File: src/rtl/sram_ctrl_pkg.sv
`timescale 1ns/1ps
package sram_ctrl_pkg;

    typedef enum logic [2:0] {
        ST_IDLE,
        ST_RD_ACCESS,
        ST_RD_RELEASE,
        ST_WR_SETUP,
        ST_WR_PULSE,
        ST_WR_RECOVER
    } ctrl_state_t;

    // Whole clocks covering a nanosecond minimum, never fewer than one.
    function automatic int clocks_for(input int ns, input int clk_ns);
        int n;
        n = (ns + clk_ns - 1) / clk_ns;
        return (n < 1) ? 1 : n;
    endfunction

    function automatic int max_of(input int a, input int b);
        return (a > b) ? a : b;
    endfunction

endpackage

File: src/rtl/sram_phase_cnt.sv
`timescale 1ns/1ps
module sram_phase_cnt #(
    parameter int W = 4
) (
    input  logic         clk,
    input  logic         rst_n,
    input  logic         clear,
    input  logic [W-1:0] len,
    output logic         last
);
    logic [W-1:0] cnt_q;

    assign last = (cnt_q == (len - W'(1)));

    // Saturates on the last clock so a phase can be held open.
    always_ff @(posedge clk or negedge rst_n) begin
        if (!rst_n) begin
            cnt_q <= '0;
        end else if (clear) begin
            cnt_q <= '0;
        end else if (!last) begin
            cnt_q <= cnt_q + W'(1);
        end
    end
endmodule

File: src/rtl/sram_cycle_guard.sv
`timescale 1ns/1ps
module sram_cycle_guard #(
    parameter int N_CYC = 4
) (
    input  logic clk,
    input  logic rst_n,
    input  logic start,
    output logic done
);
    localparam int CW = $clog2(N_CYC + 1);

    logic [CW-1:0] cnt_q;

    assign done = (cnt_q >= CW'(N_CYC));

    always_ff @(posedge clk or negedge rst_n) begin
        if (!rst_n) begin
            cnt_q <= '0;
        end else if (start) begin
            cnt_q <= CW'(1);
        end else if (!done) begin
            cnt_q <= cnt_q + CW'(1);
        end
    end
endmodule

File: src/rtl/sram_datapath.sv
`timescale 1ns/1ps
module sram_datapath #(
    parameter int AW = 15,
    parameter int DW = 8
) (
    input  logic          clk,
    input  logic          rst_n,
    input  logic          load,
    input  logic [AW-1:0] in_addr,
    input  logic [DW-1:0] in_wdata,
    input  logic          capture,
    input  logic [DW-1:0] bus_in,
    output logic [AW-1:0] out_addr,
    output logic [DW-1:0] out_wdata,
    output logic [DW-1:0] out_rdata,
    output logic          out_rvalid
);
    always_ff @(posedge clk or negedge rst_n) begin
        if (!rst_n) begin
            out_addr  <= '0;
            out_wdata <= '0;
        end else if (load) begin
            out_addr  <= in_addr;
            out_wdata <= in_wdata;
        end
    end

    always_ff @(posedge clk or negedge rst_n) begin
        if (!rst_n) begin
            out_rdata  <= '0;
            out_rvalid <= 1'b0;
        end else begin
            out_rvalid <= capture;
            if (capture) begin
                out_rdata <= bus_in;
            end
        end
    end
endmodule

File: src/rtl/sram_strobe_ctrl.sv
`timescale 1ns/1ps
module sram_strobe_ctrl
    import sram_ctrl_pkg::*;
#(
    parameter int AW         = 15,
    parameter int DW         = 8,
    parameter int CLK_NS     = 20,
    parameter int T_CYC_NS   = 70,
    parameter int T_ACC_NS   = 70,
    parameter int T_OEACC_NS = 50,
    parameter int T_WP_NS    = 50,
    parameter int T_DSU_NS   = 40,
    parameter int T_REL_NS   = 30
) (
    input  logic          clk,
    input  logic          rst_n,
    input  logic          req_valid,
    output logic          req_ready,
    input  logic          req_write,
    input  logic [AW-1:0] req_addr,
    input  logic [DW-1:0] req_wdata,
    output logic          rsp_valid,
    output logic [DW-1:0] rsp_rdata,
    output logic          mem_ce_n,
    output logic          mem_oe_n,
    output logic          mem_we_n,
    output logic [AW-1:0] mem_addr,
    output logic [DW-1:0] mem_dq_out,
    input  logic [DW-1:0] mem_dq_in,
    output logic          mem_dq_oe
);
    localparam int N_ACC = clocks_for(max_of(T_ACC_NS, T_OEACC_NS), CLK_NS);
    localparam int N_WP  = clocks_for(max_of(T_WP_NS, T_DSU_NS), CLK_NS);
    localparam int N_REL = clocks_for(T_REL_NS, CLK_NS);
    localparam int N_CYC = clocks_for(T_CYC_NS, CLK_NS);
    localparam int N_MAX = max_of(max_of(N_ACC, N_WP), N_REL);
    localparam int PW    = $clog2(N_MAX + 1);

    ctrl_state_t st_q, st_d;
    logic        accept;
    logic        phase_last;
    logic        phase_clear;
    logic [PW-1:0] phase_len;
    logic        cyc_done;
    logic        capture;

    assign accept      = (st_q == ST_IDLE) && req_valid;
    assign phase_clear = (st_d != st_q);
    assign capture     = (st_q == ST_RD_ACCESS) && phase_last;
    assign req_ready   = (st_q == ST_IDLE);

    always_comb begin
        unique case (st_q)
            ST_RD_ACCESS:  phase_len = PW'(N_ACC);
            ST_RD_RELEASE: phase_len = PW'(N_REL);
            ST_WR_PULSE:   phase_len = PW'(N_WP);
            default:       phase_len = PW'(1);
        endcase
    end

    // State register
    always_ff @(posedge clk or negedge rst_n) begin
        if (!rst_n) begin
            st_q <= ST_IDLE;
        end else begin
            st_q <= st_d;
        end
    end

    // Transitions
    always_comb begin
        st_d = st_q;
        unique case (st_q)
            ST_IDLE: begin
                if (accept) begin
                    st_d = req_write ? ST_WR_SETUP : ST_RD_ACCESS;
                end
            end
            ST_RD_ACCESS: begin
                if (phase_last) st_d = ST_RD_RELEASE;
            end
            ST_RD_RELEASE: begin
                if (phase_last && cyc_done) st_d = ST_IDLE;
            end
            ST_WR_SETUP: begin
                st_d = ST_WR_PULSE;
            end
            ST_WR_PULSE: begin
                if (phase_last) st_d = ST_WR_RECOVER;
            end
            ST_WR_RECOVER: begin
                if (phase_last && cyc_done) st_d = ST_IDLE;
            end
            default: st_d = ST_IDLE;
        endcase
    end

    // Strobe outputs decoded from the state register only
    always_comb begin
        mem_ce_n  = 1'b1;
        mem_oe_n  = 1'b1;
        mem_we_n  = 1'b1;
        mem_dq_oe = 1'b0;
        unique case (st_q)
            ST_IDLE:       ;
            ST_RD_ACCESS: begin
                mem_ce_n = 1'b0;
                mem_oe_n = 1'b0;
            end
            ST_RD_RELEASE: ;
            ST_WR_SETUP: begin
                mem_ce_n  = 1'b0;
                mem_dq_oe = 1'b1;
            end
            ST_WR_PULSE: begin
                mem_ce_n  = 1'b0;
                mem_we_n  = 1'b0;
                mem_dq_oe = 1'b1;
            end
            ST_WR_RECOVER: begin
                mem_ce_n  = 1'b0;
                mem_dq_oe = 1'b1;
            end
            default: ;
        endcase
    end

    sram_phase_cnt #(.W(PW)) u_phase (
        .clk   (clk),
        .rst_n (rst_n),
        .clear (phase_clear),
        .len   (phase_len),
        .last  (phase_last)
    );

    sram_cycle_guard #(.N_CYC(N_CYC)) u_guard (
        .clk   (clk),
        .rst_n (rst_n),
        .start (accept),
        .done  (cyc_done)
    );

    sram_datapath #(.AW(AW), .DW(DW)) u_dp (
        .clk        (clk),
        .rst_n      (rst_n),
        .load       (accept),
        .in_addr    (req_addr),
        .in_wdata   (req_wdata),
        .capture    (capture),
        .bus_in     (mem_dq_in),
        .out_addr   (mem_addr),
        .out_wdata  (mem_dq_out),
        .out_rdata  (rsp_rdata),
        .out_rvalid (rsp_valid)
    );
endmodule

File: config.mk
export PLATFORM = sky130hd
export DESIGN_NAME = sram_strobe_ctrl
export DESIGN_NICKNAME = d
export VERILOG_FILES = /design/src/rtl/sram_ctrl_pkg.sv /design/src/rtl/sram_phase_cnt.sv /design/src/rtl/sram_cycle_guard.sv /design/src/rtl/sram_datapath.sv /design/src/rtl/sram_strobe_ctrl.sv
export SDC_FILE = /design/constraint.sdc
export NUM_CORES = 1
export LEC_CHECK = 0
export CELL_PAD_IN_SITES_DETAIL_PLACEMENT = 0
export CELL_PAD_IN_SITES_GLOBAL_PLACEMENT = 1
export CORE_ASPECT_RATIO = 1.2
export CORE_UTILIZATION = 34
export DETAILED_ROUTE_END_ITERATION = 6
export GPL_TIMING_DRIVEN = 1
export PLACE_DENSITY = 0.76
export SYNTH_ARGS = -nofsm -noshare
export SYNTH_HDL_FRONTEND = slang
export SYNTH_SLANG_ARGS = --single-unit
File: constraint.sdc
create_clock -name clk -period 2.7 [get_ports clk]
set_input_delay 0.54 -clock clk [delete_from_list [all_inputs] [get_ports clk]]
set_output_delay 0.54 -clock clk [all_outputs]
set_load 0.05 [all_outputs]
==> flow_summary_export.csv, run 1 <==
group,metric,value,unit
run_status,outcome,"complete, but fails checks",
run_status,violations,"design-rule violations",
sta,rsz0062_at_grt,"no",
setup_path,ff2ff_setup_slack,100,ps
placement,placed_cells,271,
setup_path,crit_buf_inv,2,
setup_path,reg2reg_to,"u_dp.out_rdata[4]$_DFFE_PN0P_",
die,start_util,36.0,%
setup_path,startpoint_type,"flop",
die,core-area,0.00537,sq mm
cts,cts_made_buffers,5,
sta,fmax,381,MHz
setup_path,cp_num_cells,3,
final_layout,area_growth,46.1,%
setup_path,required,2160,ps
drt,drt-total-wl,4370,um
sta,timing.final.max_slew_violations,0,
setup_path,cp-end-kind,"primary output",
sta,finalSetupViolCount,0,
cts,clk_latency,300,ps
die,die_h,84.6,um
sta,hold_viol,0,
final_layout,drive_gt1_share,17.5,%
cts,clk_pin_slew,90,ps
min_path,hold_path_class,"input port to async pin",
global_route,overflow,0,
drt,dr.pass1.iters,7,
global_route,grt_util_all_layers,15.9,%
job,drv_cap,0,
cts,cts_sinks,41,
cts,root_buffer,"clkbuf_8",
sta,setup_tns,0,ps
placement,io_buffer_count,71,
setup_path,slowest_delay,710,ps
setup_path,arrival,2080,ps
sta,slew_headroom,39.2,%
final_layout,finalNonFillerCells,279,
sta,final.min_clock_period,2620,ps
sta,worst_pin_slew,911,ps
synthesis,ys_seq_area_share,53.1,%
drt,detail_route.wl_per_cell,15.7,um
die,rows,29,
drt,vias,1387,
setup_path,crit_slowest_cell,"clkdlybuf4s50_1",
final_layout,mostFrequentLayoutCells,"clkdlybuf4s50_1, dfrtp_1, mux2_1",
setup_path,path_delay_family,"buffers and inverters",
synthesis,yosysUniqueCellTypes,41,
global_route,antenna_found_initial,0,
cts,cts_setup_buffers,0,
global_route,grt_max_degree,42,
synthesis,ys_warn_count,0,
synthesis,synth_seq_cells,41,
sta,clock_skew,13.8,ps
sta,period_share,97.2,%
global_route,grt_pass1_wl,7350,um
final_layout,antenna_cells,0,
placement,routabilityCongestion,0.878,
global_route,grt_pass1_vias,1598,
setup_path,rr_worst_depth,8,
setup_path,worstPathCellList,"buf_4, or3b_1, clkdlybuf4s50_1",
drt,vias_per_cell,4.97,
die,die_area,0.00599,sq mm
drt,drt_iter0_drc,82,
cts,htreeDepth,2,
cts,cts_tree,"done",
final_layout,nNetsFinal,255,
drt,antenna_left,0,
setup_path,critical_path_class,"flop to primary output",
placement,hpwlAfterDp,3260,um
setup_path,rr_startpoint,"st_q[0]$_DFF_PN0_",
setup_path,cp_max_fo,7,
synthesis,synth_cells,139,
final_layout,final_common_cell,"clkdlybuf4s50_1",
synthesis,syn_area,0.00193,sq mm
drt,drc,2,
die,die_w,70.8,um
synthesis,synth_nets,178,
die,io_pins,72,
synthesis,syn_avg_cell_area,13.9,sq um
cts,clockBufferDepth,2,
==> registers in the layout (all words and copies together) (netlist names) <==
name	count
u_dp.out_addr	15
u_dp.out_rdata	8
u_dp.out_wdata	8
st_q	3
u_guard.cnt_q	3
u_phase.cnt_q	3
u_dp.out_rvalid	1
==> layout make-up <==
type | count | area [sq um]
Sequential cell | 41 | 1030
Multi-Input combinational cell | 87 | 853
Clock inverter | 2 | 13.8
Fill cell | 486 | 2540
Tap cell | 62 | 77.6
Inverter | 5 | 18.8
Clock buffer | 6 | 82.6
Timing Repair Buffer | 76 | 753
==> layer usage <==
metal | global-route usage [%] | vias up | share of wire [%]
met3 | 4.56 | 6 | 6.1
met5 | 0 | - | 0
li1 | - | 647 | -
met4 | 5.45 | 0 | 1.5
met1 | 18.8 | 681 | 41
met2 | 27.4 | 53 | 51
==> how the worst max path moves through the flow <==
stage | from | endpoint | slack, ps
2_1_floorplan | st_q[0]$_DFF_PN0_ | mem_dq_oe | 200
3_3_place_gp | st_q[0]$_DFF_PN0_ | st_q[1]$_DFF_PN0_ | 220
3_5_place_dp | st_q[0]$_DFF_PN0_ | u_dp.out_rdata[4]$_DFFE_PN0P_ | 90
4_1_cts | st_q[0]$_DFF_PN0_ | u_dp.out_rdata[4]$_DFFE_PN0P_ | 50
5_1_grt | st_q[1]$_DFF_PN0_ | mem_oe_n | 4
6_report | st_q[1]$_DFF_PN0_ | mem_oe_n | 80
==> repair_timing <==
action,4_1_cts,5_1_grt
endpoints found under the setup margin,0,3
hold buffers,0,0
endpoints found under the hold margin,0,0
resized for setup,0,2
==> synth_stat cells, drive strengths merged <==
library cell	count	area [sq um]
dfrtp	41	1030
mux2	32	394
nor2	7	42.5
buf	6	40.0
nor3	6	46.3
inv	5	18.8
ha	4	50.1
o21ai	4	31.3
xnor2	4	50.1
nand2	3	11.3
a211oi	2	15.0
a21oi	2	10.0
a31oi	2	12.5
nand2b	2	12.5
nor4bb	2	20.0
o211a	2	20.0
o21bai	2	18.8
xor2	2	17.5
a211o	1	8.76
a21bo	1	10.0
a21boi	1	7.51
a21o	1	7.51
and3	1	6.26
mux2i	1	10.0
nand3b	1	7.51
nor4b	1	15.0
o31a	1	8.76
or3	1	6.26
or3b	1	8.76
==> cell families (layout without fill, tap and decap cells) <==
kind of cell | count (synthesis) | after routing | share of synthesized area, %
AND/OR/NAND/NOR | 25 | 25 | 9.13
adder cells (fa/ha/maj) | 4 | 4 | 2.59
AO/OA/AOI/OAI | 19 | 19 | 7.77
XOR/XNOR | 6 | 6 | 3.50
buffers and inverters | 11 | 89 | 3.04
multiplexers | 33 | 33 | 20.9
flip-flops | 41 | 41 | 53.1
==> per-stage QoR <==
step | setup WS (ps) | area [sq um] | hold WS (ps) | util (%)
6_report | 76.4 | 2830 | 375 | 52.6
5_1_grt | 3.59 | 2830 | 446 | 52.6
4_1_cts | 47.5 | 2820 | 403 | 52.5
3_5_place_dp | 93.4 | 2720 | 477 | 50.7
3_3_place_gp | 218 | 2720 | 470 | 50.7
2_1_floorplan | 201 | 1930 | 244 | -
Power of run 1 is not shown: default switching activity piles up to over one toggle a cycle in this logic, so the estimate is an artifact.
==> inputs of run 2 (changes only) <==
--- a/config.mk
+++ b/config.mk
@@ -12,6 +12,7 @@
 export DETAILED_ROUTE_END_ITERATION = 6
 export GPL_TIMING_DRIVEN = 1
 export PLACE_DENSITY = 0.76
+export SLEW_MARGIN = 0
 export SYNTH_ARGS = -nofsm -noshare
 export SYNTH_HDL_FRONTEND = slang
 export SYNTH_SLANG_ARGS = --single-unit
==> results of run 2 <==
The final DEF is identical to that of run 1; final timing and power are the same.
Power of run 2 is left out for the same reason.
